**config.mk**
```make
export PLATFORM = sky130hd
export DESIGN_NAME = fetch_nextpc_predictor
export DESIGN_NICKNAME = d
export VERILOG_FILES = /design/src/rtl/nxpc_pkg.sv /design/src/rtl/nxpc_predecode.sv /design/src/rtl/nxpc_bht.sv /design/src/rtl/nxpc_corrector.sv /design/src/rtl/fetch_nextpc_predictor.sv
export SDC_FILE = /design/constraint.sdc
export NUM_CORES = 1
export LEC_CHECK = 0
export BUFFER_PORTS_ARGS = -buffer_cell sky130_fd_sc_hd__buf_4
export CAP_MARGIN = 5
export CORE_ASPECT_RATIO = 1.2
export CORE_MARGIN = 4
export CORE_UTILIZATION = 45
export CTS_CLUSTER_SIZE = 20
export DETAILED_ROUTE_END_ITERATION = 12
export GPL_TIMING_DRIVEN = 0
export PLACE_DENSITY = 0.67
export RECOVER_POWER = 100
export REMOVE_ABC_BUFFERS = 1
export SLEW_MARGIN = 20
export SYNTH_ARGS = -nofsm -noshare
export SYNTH_HDL_FRONTEND = slang
export SYNTH_SLANG_ARGS = --single-unit
```
**constraint.sdc**
```tcl
create_clock -name clk -period 3.9 [get_ports clk]
set_input_delay 0.39 -clock clk [delete_from_list [all_inputs] [get_ports clk]]
set_output_delay 0.39 -clock clk [all_outputs]
set_load 0.005 [all_outputs]
```
**src/rtl/nxpc_pkg.sv**
```systemverilog
`timescale 1ns/1ps
package nxpc_pkg;

    localparam int XLEN = 32;

    localparam logic [6:0] OPC_JAL    = 7'b1101111;
    localparam logic [6:0] OPC_BRANCH = 7'b1100011;

    typedef enum logic [1:0] {
        STRONG_NT = 2'b00,
        WEAK_NT   = 2'b01,
        WEAK_T    = 2'b10,
        STRONG_T  = 2'b11
    } ctr_state_e;

    typedef enum logic [1:0] {
        SEL_SEQ,
        SEL_BRANCH,
        SEL_JUMP,
        SEL_FLUSH
    } pc_sel_e;

    // One training step of a saturating counter.
    function automatic ctr_state_e ctr_step(input ctr_state_e cur, input logic taken);
        ctr_state_e nxt;
        unique case (cur)
            STRONG_NT: nxt = taken ? WEAK_NT  : STRONG_NT;
            WEAK_NT:   nxt = taken ? WEAK_T   : STRONG_NT;
            WEAK_T:    nxt = taken ? STRONG_T : WEAK_NT;
            STRONG_T:  nxt = taken ? STRONG_T : WEAK_T;
        endcase
        return nxt;
    endfunction

    function automatic logic ctr_says_taken(input ctr_state_e cur);
        return (cur == WEAK_T) || (cur == STRONG_T);
    endfunction

endpackage

```
**src/rtl/nxpc_predecode.sv**
```systemverilog
`timescale 1ns/1ps
module nxpc_predecode
    import nxpc_pkg::*;
(
    input  logic [XLEN-1:0] pc,
    input  logic [31:0]     insn,
    output logic            is_jump,
    output logic            is_cond,
    output logic [XLEN-1:0] jump_tgt,
    output logic [XLEN-1:0] cond_tgt
);

    logic [XLEN-1:0] imm_j;
    logic [XLEN-1:0] imm_b;
    logic [2:0]      f3;

    assign f3 = insn[14:12];

    always_comb begin
        imm_j = {{(XLEN-20){insn[31]}}, insn[19:12], insn[20], insn[30:21], 1'b0};
        imm_b = {{(XLEN-12){insn[31]}}, insn[7], insn[30:25], insn[11:8], 1'b0};
    end

    always_comb begin
        is_jump = (insn[6:0] == OPC_JAL);
        is_cond = 1'b0;
        if (insn[6:0] == OPC_BRANCH) begin
            unique case (f3)
                3'b010, 3'b011: is_cond = 1'b0;
                default:        is_cond = 1'b1;
            endcase
        end
    end

    assign jump_tgt = pc + imm_j;
    assign cond_tgt = pc + imm_b;

endmodule

```
**src/rtl/nxpc_bht.sv**
```systemverilog
`timescale 1ns/1ps
module nxpc_bht
    import nxpc_pkg::*;
#(
    parameter int IDX_BITS = 6
) (
    input  logic                clk,
    input  logic                rst_n,
    input  logic [IDX_BITS-1:0] rd_idx,
    output ctr_state_e          rd_ctr,
    input  logic                wr_en,
    input  logic [IDX_BITS-1:0] wr_idx,
    input  logic                wr_taken
);

    localparam int ENTRIES = 1 << IDX_BITS;

    ctr_state_e ctr_q [ENTRIES];
    ctr_state_e wr_next;

    // Output process: read port and the trained value of the written entry.
    always_comb begin
        rd_ctr  = ctr_q[rd_idx];
        wr_next = ctr_step(ctr_q[wr_idx], wr_taken);
    end

    // State register process, one counter per entry.
    for (genvar e = 0; e < ENTRIES; e++) begin : g_entry
        always_ff @(posedge clk or negedge rst_n) begin
            if (!rst_n) begin
                ctr_q[e] <= WEAK_NT;
            end else if (wr_en && (wr_idx == IDX_BITS'(e))) begin
                ctr_q[e] <= wr_next;
            end
        end
    end

endmodule

```
**src/rtl/nxpc_corrector.sv**
```systemverilog
`timescale 1ns/1ps
module nxpc_corrector
    import nxpc_pkg::*;
#(
    parameter int IDX_BITS = 6
) (
    input  logic                wb_valid,
    input  logic [XLEN-1:0]     wb_pc,
    input  logic                wb_taken,
    input  logic                wb_pred_taken,
    input  logic [XLEN-1:0]     wb_target,
    output logic                flush,
    output logic [XLEN-1:0]     flush_pc,
    output logic                upd_en,
    output logic [IDX_BITS-1:0] upd_idx,
    output logic                upd_taken
);

    always_comb begin
        upd_en    = wb_valid;
        upd_idx   = wb_pc[IDX_BITS+1:2];
        upd_taken = wb_taken;
        flush     = wb_valid && (wb_taken != wb_pred_taken);
        flush_pc  = wb_taken ? wb_target : (wb_pc + XLEN'(4));
    end

endmodule

```
**src/rtl/fetch_nextpc_predictor.sv**
```systemverilog
`timescale 1ns/1ps
module fetch_nextpc_predictor
    import nxpc_pkg::*;
#(
    parameter int IDX_BITS = 6
) (
    input  logic        clk,
    input  logic        rst_n,
    input  logic        fetch_valid,
    input  logic [31:0] fetch_pc,
    input  logic [31:0] fetch_insn,
    output logic        pred_taken,
    output logic [31:0] pred_target,
    output logic [31:0] next_pc,
    input  logic        wb_valid,
    input  logic [31:0] wb_pc,
    input  logic        wb_taken,
    input  logic        wb_pred_taken,
    input  logic [31:0] wb_target,
    output logic        flush,
    output logic [31:0] flush_pc
);

    logic                is_jump;
    logic                is_cond;
    logic [XLEN-1:0]     jump_tgt;
    logic [XLEN-1:0]     cond_tgt;
    logic [XLEN-1:0]     seq_pc;
    ctr_state_e          cur_ctr;
    logic                upd_en;
    logic [IDX_BITS-1:0] upd_idx;
    logic                upd_taken;
    pc_sel_e             sel;

    nxpc_predecode u_decode (
        .pc       (fetch_pc),
        .insn     (fetch_insn),
        .is_jump  (is_jump),
        .is_cond  (is_cond),
        .jump_tgt (jump_tgt),
        .cond_tgt (cond_tgt)
    );

    nxpc_bht #(.IDX_BITS(IDX_BITS)) u_table (
        .clk      (clk),
        .rst_n    (rst_n),
        .rd_idx   (fetch_pc[IDX_BITS+1:2]),
        .rd_ctr   (cur_ctr),
        .wr_en    (upd_en),
        .wr_idx   (upd_idx),
        .wr_taken (upd_taken)
    );

    nxpc_corrector #(.IDX_BITS(IDX_BITS)) u_correct (
        .wb_valid      (wb_valid),
        .wb_pc         (wb_pc),
        .wb_taken      (wb_taken),
        .wb_pred_taken (wb_pred_taken),
        .wb_target     (wb_target),
        .flush         (flush),
        .flush_pc      (flush_pc),
        .upd_en        (upd_en),
        .upd_idx       (upd_idx),
        .upd_taken     (upd_taken)
    );

    assign seq_pc = fetch_pc + XLEN'(4);

    // Selection of the next-PC source, highest priority first.
    always_comb begin
        if (flush)
            sel = SEL_FLUSH;
        else if (fetch_valid && is_jump)
            sel = SEL_JUMP;
        else if (fetch_valid && is_cond && ctr_says_taken(cur_ctr))
            sel = SEL_BRANCH;
        else
            sel = SEL_SEQ;
    end

    // Prediction outputs that travel with the instruction.
    always_comb begin
        pred_taken  = 1'b0;
        pred_target = seq_pc;
        if (fetch_valid && is_jump) begin
            pred_taken  = 1'b1;
            pred_target = jump_tgt;
        end else if (fetch_valid && is_cond && ctr_says_taken(cur_ctr)) begin
            pred_taken  = 1'b1;
            pred_target = cond_tgt;
        end
    end

    always_comb begin
        unique case (sel)
            SEL_FLUSH:  next_pc = flush_pc;
            SEL_JUMP:   next_pc = jump_tgt;
            SEL_BRANCH: next_pc = cond_tgt;
            SEL_SEQ:    next_pc = seq_pc;
        endcase
    end

endmodule

```
; After elaboration in Yosys (flattened, before gate mapping)
; Index checks and enable logic that the tools add are counted.
[classes]
n_addsub = 4
mul = 0
div_mod_pow = 0
magnitude_cmp = 2
n_eq_ne = 76
shift = 0
muxes = 22
bitwise_logic = 2
n_reduce_logical = 73
[ops]
columns = op, count
row1 = $eq 6x6->1 const B, 32
row2 = $pmux 32 s4, 1
row3 = $eq 6x5->1 const B, 16
row4 = $mux 32, 3
row5 = $logic_and 1x1->1, 68
row6 = $add 32x3->32 const B, 2
row7 = $add 32x32->32, 2
row8 = $eq 6x4->1 const B, 8
row9 = $bmux 2 s6, 2
row10 = $eq 6x3->1 const B, 4
row11 = $mux 2, 8
row12 = $eq 7x7->1 const B, 2
row13 = $ge 7x7->1 const B, 2
row14 = $not 6->7, 2
row15 = $eq 2x2->1 const B, 6
row16 = $eq 6x2->1 const B, 2
row17 = $pmux 2 s4, 1
row18 = $mux 1, 7
row19 = $eq 3x2->1 const B, 2
row20 = $eq 6x1->1 const B, 1
row21 = $logic_not 6->1, 1
row22 = $eq 2x1->1 const B, 2
row23 = $logic_not 2->1, 2
row24 = $reduce_or 2->1, 1
row25 = other kinds (2), 2
[totals]
ff_bits = 128
latchBits = 0
ram_bits = 0
rom_bits = 0
in_bits = 134
out_inout_bits = 98
word_cells = 243
memories = 0

; Depth between registers and ports, before layout
[logic_depth]
depth_word = 12
depth_mapped = 12
mapped_depth_nobuf = 11

; Cells and area by module
; From an unflattened synthesis, not the netlist that was laid out.
[unflattened]
hier_cells = 1324
hier_area_um2 = 12731.0
[by_module_without_submodules]
columns = mod, instances, cells_per_inst, area_each_um2, seq_area_each_um2
row1 = nxpc_bht, 1, 520, 7390.8, 3283.1
row2 = nxpc_predecode, 1, 370, 2602.5, 0.0
row3 = fetch_nextpc_predictor, 1, 261, 1649.1, 0.0
row4 = nxpc_corrector, 1, 173, 1088.5, 0.0

; Least setup slack after synthesis
; Ideal clock, no wire load.
[synth_path]
kind = input to output
start = in fetch_pc[2]
end = out next_pc[17]
t_arrival_ns = 2.813
required_ns = 3.510
slack_ns = 0.697
path_stages = 11
path_buffers = 1
path_cell_list = buf_2 inv_1 fa_1 nor2b_1 o31ai_1 a211oi_1 or2_2 or3_1 a311o_1 a21boi_1 mux2_2
[synth_via]
elab_chain_len = 12
word_cells_on_any_way = 19
cone_classes = 3 x add/sub / 5 x eq/ne / 7 x mux / 1 x bitwise / 3 x reduce/logical
[synth_rtl]
columns = item, line_no
row1 = start: declaration, fetch_nextpc_predictor.sv:10  ; input logic [31:0] fetch_pc,
row2 = $not 6->7 (not written as such), nxpc_bht.sv:23  ; rd_ctr = ctr_q[rd_idx];
row3 = $bmux 2 s6, nxpc_bht.sv:23
row4 = $mux 2 (not written as such) (2 in a row), nxpc_bht.sv:23
row5 = $eq 2x2->1, nxpc_pkg.sv:36  ; return (cur == WEAK_T) || (cur == STRONG_T);
row6 = $logic_or 1x1->1, nxpc_pkg.sv:36
row7 = $logic_and 1x1->1, fetch_nextpc_predictor.sv:75  ; else if (fetch_valid && is_cond && ctr_says_taken(cur_ctr))
row8 = $mux 1, fetch_nextpc_predictor.sv:75
row9 = $mux 2, fetch_nextpc_predictor.sv:73  ; else if (fetch_valid && is_jump)
row10 = $mux 2, fetch_nextpc_predictor.sv:71  ; if (flush)
row11 = $eq 2x1->1 (tied with other cells), fetch_nextpc_predictor.sv:95  ; unique case (sel)
row12 = $pmux 32 s4 (*), fetch_nextpc_predictor.sv:95
row13 = end: declaration, fetch_nextpc_predictor.sv:14  ; output logic [31:0] next_pc,
; Mark *: on every way between the ends. The rest lies on a longest branch, timed or not. The select of a mux whose other input is x is not followed.

; Final worst setup path
[layout_path]
start = reg u_table.ctr_q[65] in the netlist's numbering
end = out next_pc[5]
[layout_via]
elab_chain_len = 11
word_cells_on_any_way = 15
cone_classes = 5 x eq/ne / 7 x mux / 3 x reduce/logical
[layout_rtl]
columns = item, line_no
row1 = start: declaration, nxpc_bht.sv:18  ; ctr_state_e ctr_q [ENTRIES];
row2 = start signal: indexed assignment, nxpc_bht.sv:33  ; ctr_q[e] <= wr_next;
row3 = $bmux 2 s6 (*), nxpc_bht.sv:23
row4 = $mux 2 (not written as such) (*) (2 in a row), nxpc_bht.sv:23
row5 = $eq 2x2->1, nxpc_pkg.sv:36
row6 = $logic_or 1x1->1 (*), nxpc_pkg.sv:36
row7 = $logic_and 1x1->1 (*), fetch_nextpc_predictor.sv:75
row8 = $mux 1 (*), fetch_nextpc_predictor.sv:75
row9 = $mux 2 (*), fetch_nextpc_predictor.sv:73
row10 = $mux 2 (*), fetch_nextpc_predictor.sv:71
row11 = $eq 2x1->1 (tied with other cells), fetch_nextpc_predictor.sv:95
row12 = $pmux 32 s4 (*), fetch_nextpc_predictor.sv:95
; Marked as above.

==> flow_summary.ini <==
[floorplan]
ios = 232
rows = 65
die_y_um = 186.8
start_util_pct = 45.63
die-area_um2 = 29320
coreArea_um2 = 26270
die-width_um = 157.0

[detailed_routing]
drcViolationCount = 0
drtAntennaViolNets = 0
first_iter_violations = 1079
routedWlPerCell_um = 22.64
vias = 12000
routed_wl_mm = 43.29
firstDrtPassIters = 5
viasPerCell = 6.275

[placement]
gp_congestion = 0.9961
dp.cells = 1868
dp_hpwl_mm = 33.36
io_buffers = 231

[layout]
fin_nets = 1748
final_cell_count_no_fill = 1912
reg_top3 = u_table.ctr_q x128
syn_to_final_growth_pct = 23.19
largest-register = u_table.ctr_q
largest_register_ffs = 128
antenna_cells = 0
drive_gt1_share_pct = 32.85
multiInputGateArea_um2 = 8352
regArea_um2 = 3283
fill_cells = 2457

[synth]
synth-simple-area-share_pct = 19.32
synth_xor_area_share_pct = 5.773
synth_top_cell_area_share_pct = 14.03
synthAdderAreaFrac_pct = 5.439
yosysMostFrequentCell = nand2_1
yosysWarningCount = 0
muxShareOfSynthArea_pct = 19.15
syn-cell-area_um2 = 11990
ys_ff_latch = 128
synthFlopType = dfstp_2
avgSynthCellArea_um2 = 8.710
synth_common_cells = nand2_1, nor2_1, a21oi_1
synth_top_family_by_area = simple AND/OR/NAND/NOR gates
ys_seq_area_share_pct = 27.39
synth.distinct_cells = 79
async_reset_ff_share_pct = 100.0
yosysTopAreaCell = dfstp_2
ys_top_cells_by_area = dfstp_2, dfrtp_1, mux4_2, mux2_2, nand2_1
netlist_instances = 1376
synth-edff-count = 0
synth_compound_area_share_pct = 19.18

[min_path]
holdPathStages = 2
hold_start = u_table.ctr_q[123]
hold_end = u_table.ctr_q[123]
hold_class = flip-flop to flip-flop

[clock_tree]
clock_latency_ns = 0.42
cts_htree_levels = 4
tritoncts = yes
cts.path.max_buffers = 2
numCtsBuffers = 17
root_buffer = clkbuf_16
cts.reportedPaths.clkPinSlew_ns = 0.06
clkSinkCount = 128

[outcome]
status = finished with violations
violations = max-capacitance violations, max-slew violations

[worst_setup_path]
timing.setup.critical_path_class = flip-flop to output pin
ff2ff_path_depth = 8
end_kind = output pin
crit_required_ns = 3.51
reg2reg_from = u_table.ctr_q[35]
crit_arrival_ns = 3.50
r2r-end = u_table.ctr_q[91]
ff2ff_setup_slack_ns = 0.40
crit_fanout = 11
worst_setup_path_start_kind = flip-flop

[global_route]
grt_pass1_wl_mm = 66.92
grt_max_degree = 91
grt-ovfl-total = 0
grtUsageTotal_pct = 28.90
antenna_found_initial = 0
grt_pass1_vias = 11920

[sta]
max_freq_mhz = 257.3
fin_setup_tns_ns = 0
setup_viol = 0
clock_skew_ns = 0.01100
period_share_pct = 99.67
period_minus_slack_ns = 3.887
worst_pin_slew_ns = 2.222
relSlewSlack_pct = -48.14
slew_violations = 39
hold_viol_final = 0

[power_and_ir_drop]
ir_worst_vdd_mv = 0.4483
power_leakage_nw = 6.156
p_per_area_nw_per_um2 = 358.6
total_power_mw = 5.295

[run]
drv_cap = 1
==> worst max-delay path, cell delays in order (launching register included) <==
cell      delay (ns)
dfrtp_1         0.40
mux2i_1         0.09
mux4_2          0.54
nand3_1         0.11
nand3_1         0.12
o21ai_2         0.68
a21oi_1         0.14
o211ai_1        0.61
mux2_2          0.28
buf_4           0.10
==> cells by family after synthesis <==
| group | after synthesis |
|---|---|
| simple gates | 513 |
| compound gates | 353 |
| mux | 151 |
| flops | 128 |
| buf+inv | 101 |
| xor+xnor | 79 |
| fa+ha+maj | 51 |
==> per-stage QoR <==
step	area, um2	hold WS, ns	utilization (%)	worst slack [ns]
after floorplan	11620	0.09441	-	0.2831
after global placement	13780	0.4791	52.44	-1.518
after detailed placement	13910	0.2909	52.96	-0.8642
after CTS	14730	0.4428	56.08	0.01259
after global routing	14760	0.5329	56.20	-0.01573
final	14760	0.5035	56.20	0.01302
==> what timing repair did <==
action	CTS	global route
hold endpoints to repair	21	0
resized for setup	16	18
hold buffers	1	0
buffers inserted	9	2
setup endpoints to repair	50	25
cloned	0	0
pin swaps	3	2
==> per-layer routing <==
layer | global-route usage (%) | wire [um]
met1 | 35.13 | 16030
met5 | 0 | 0
met2 | 51.09 | 22540
met4 | 11.85 | 1716
met3 | 3.781 | 3008
==> final cells by class <==
class | instances | area share (%)
inverter | 23 | 0.6186
clock inverter | 15 | 1.559
tap | 335 | 2.839
clock buffer | 17 | 2.881
sequential | 128 | 22.24
timing repair buffer | 247 | 13.30
multi-input combinational | 1147 | 56.57
==> cells in the final DEF (no fill, tap or decap), types with 11 or more instances in the layout <==
master,n
buf_4,211
nand2_1,171
nor2_1,162
a21oi_1,93
o21ai_0,84
mux2_2,84
dfstp_2,64
dfrtp_1,64
mux4_2,54
ha_1,47
nand3_1,44
xor2_1,40
xnor2_1,39
and3_1,21
nor3_1,21
a31oi_1,21
inv_1,20
clkbuf_4,19
nand4_1,17
clkbuf_16,17
a21o_1,16
or3_1,15
o211ai_1,14
mux2i_1,11
nor2b_1,11
==> report_power, final <==
group          internal, mW  switching, mW  total [mW]
registers              1.63          0.140        1.77
clock network          1.15          0.625        1.77
logic                 0.821          0.935        1.76
total                  3.60           1.70        5.29
==> how the worst max path moves through the flow <==
stage                      start                  to  depth (start not counted)  slack [ns]
5_1_grt              fetch_pc[2]         next_pc[25]                         13       -0.02
3_3_place_gp            wb_pc[2]  u_table.ctr_q[123]                          8       -1.52
3_5_place_dp         fetch_pc[3]          next_pc[4]                         10       -0.86
2_1_floorplan           wb_pc[2]  u_table.ctr_q[121]                          7        0.28
6_report       u_table.ctr_q[65]          next_pc[5]                          9        0.01
4_1_cts              fetch_pc[2]         next_pc[22]                         11        0.01
(Power assumes the default switching activity.)
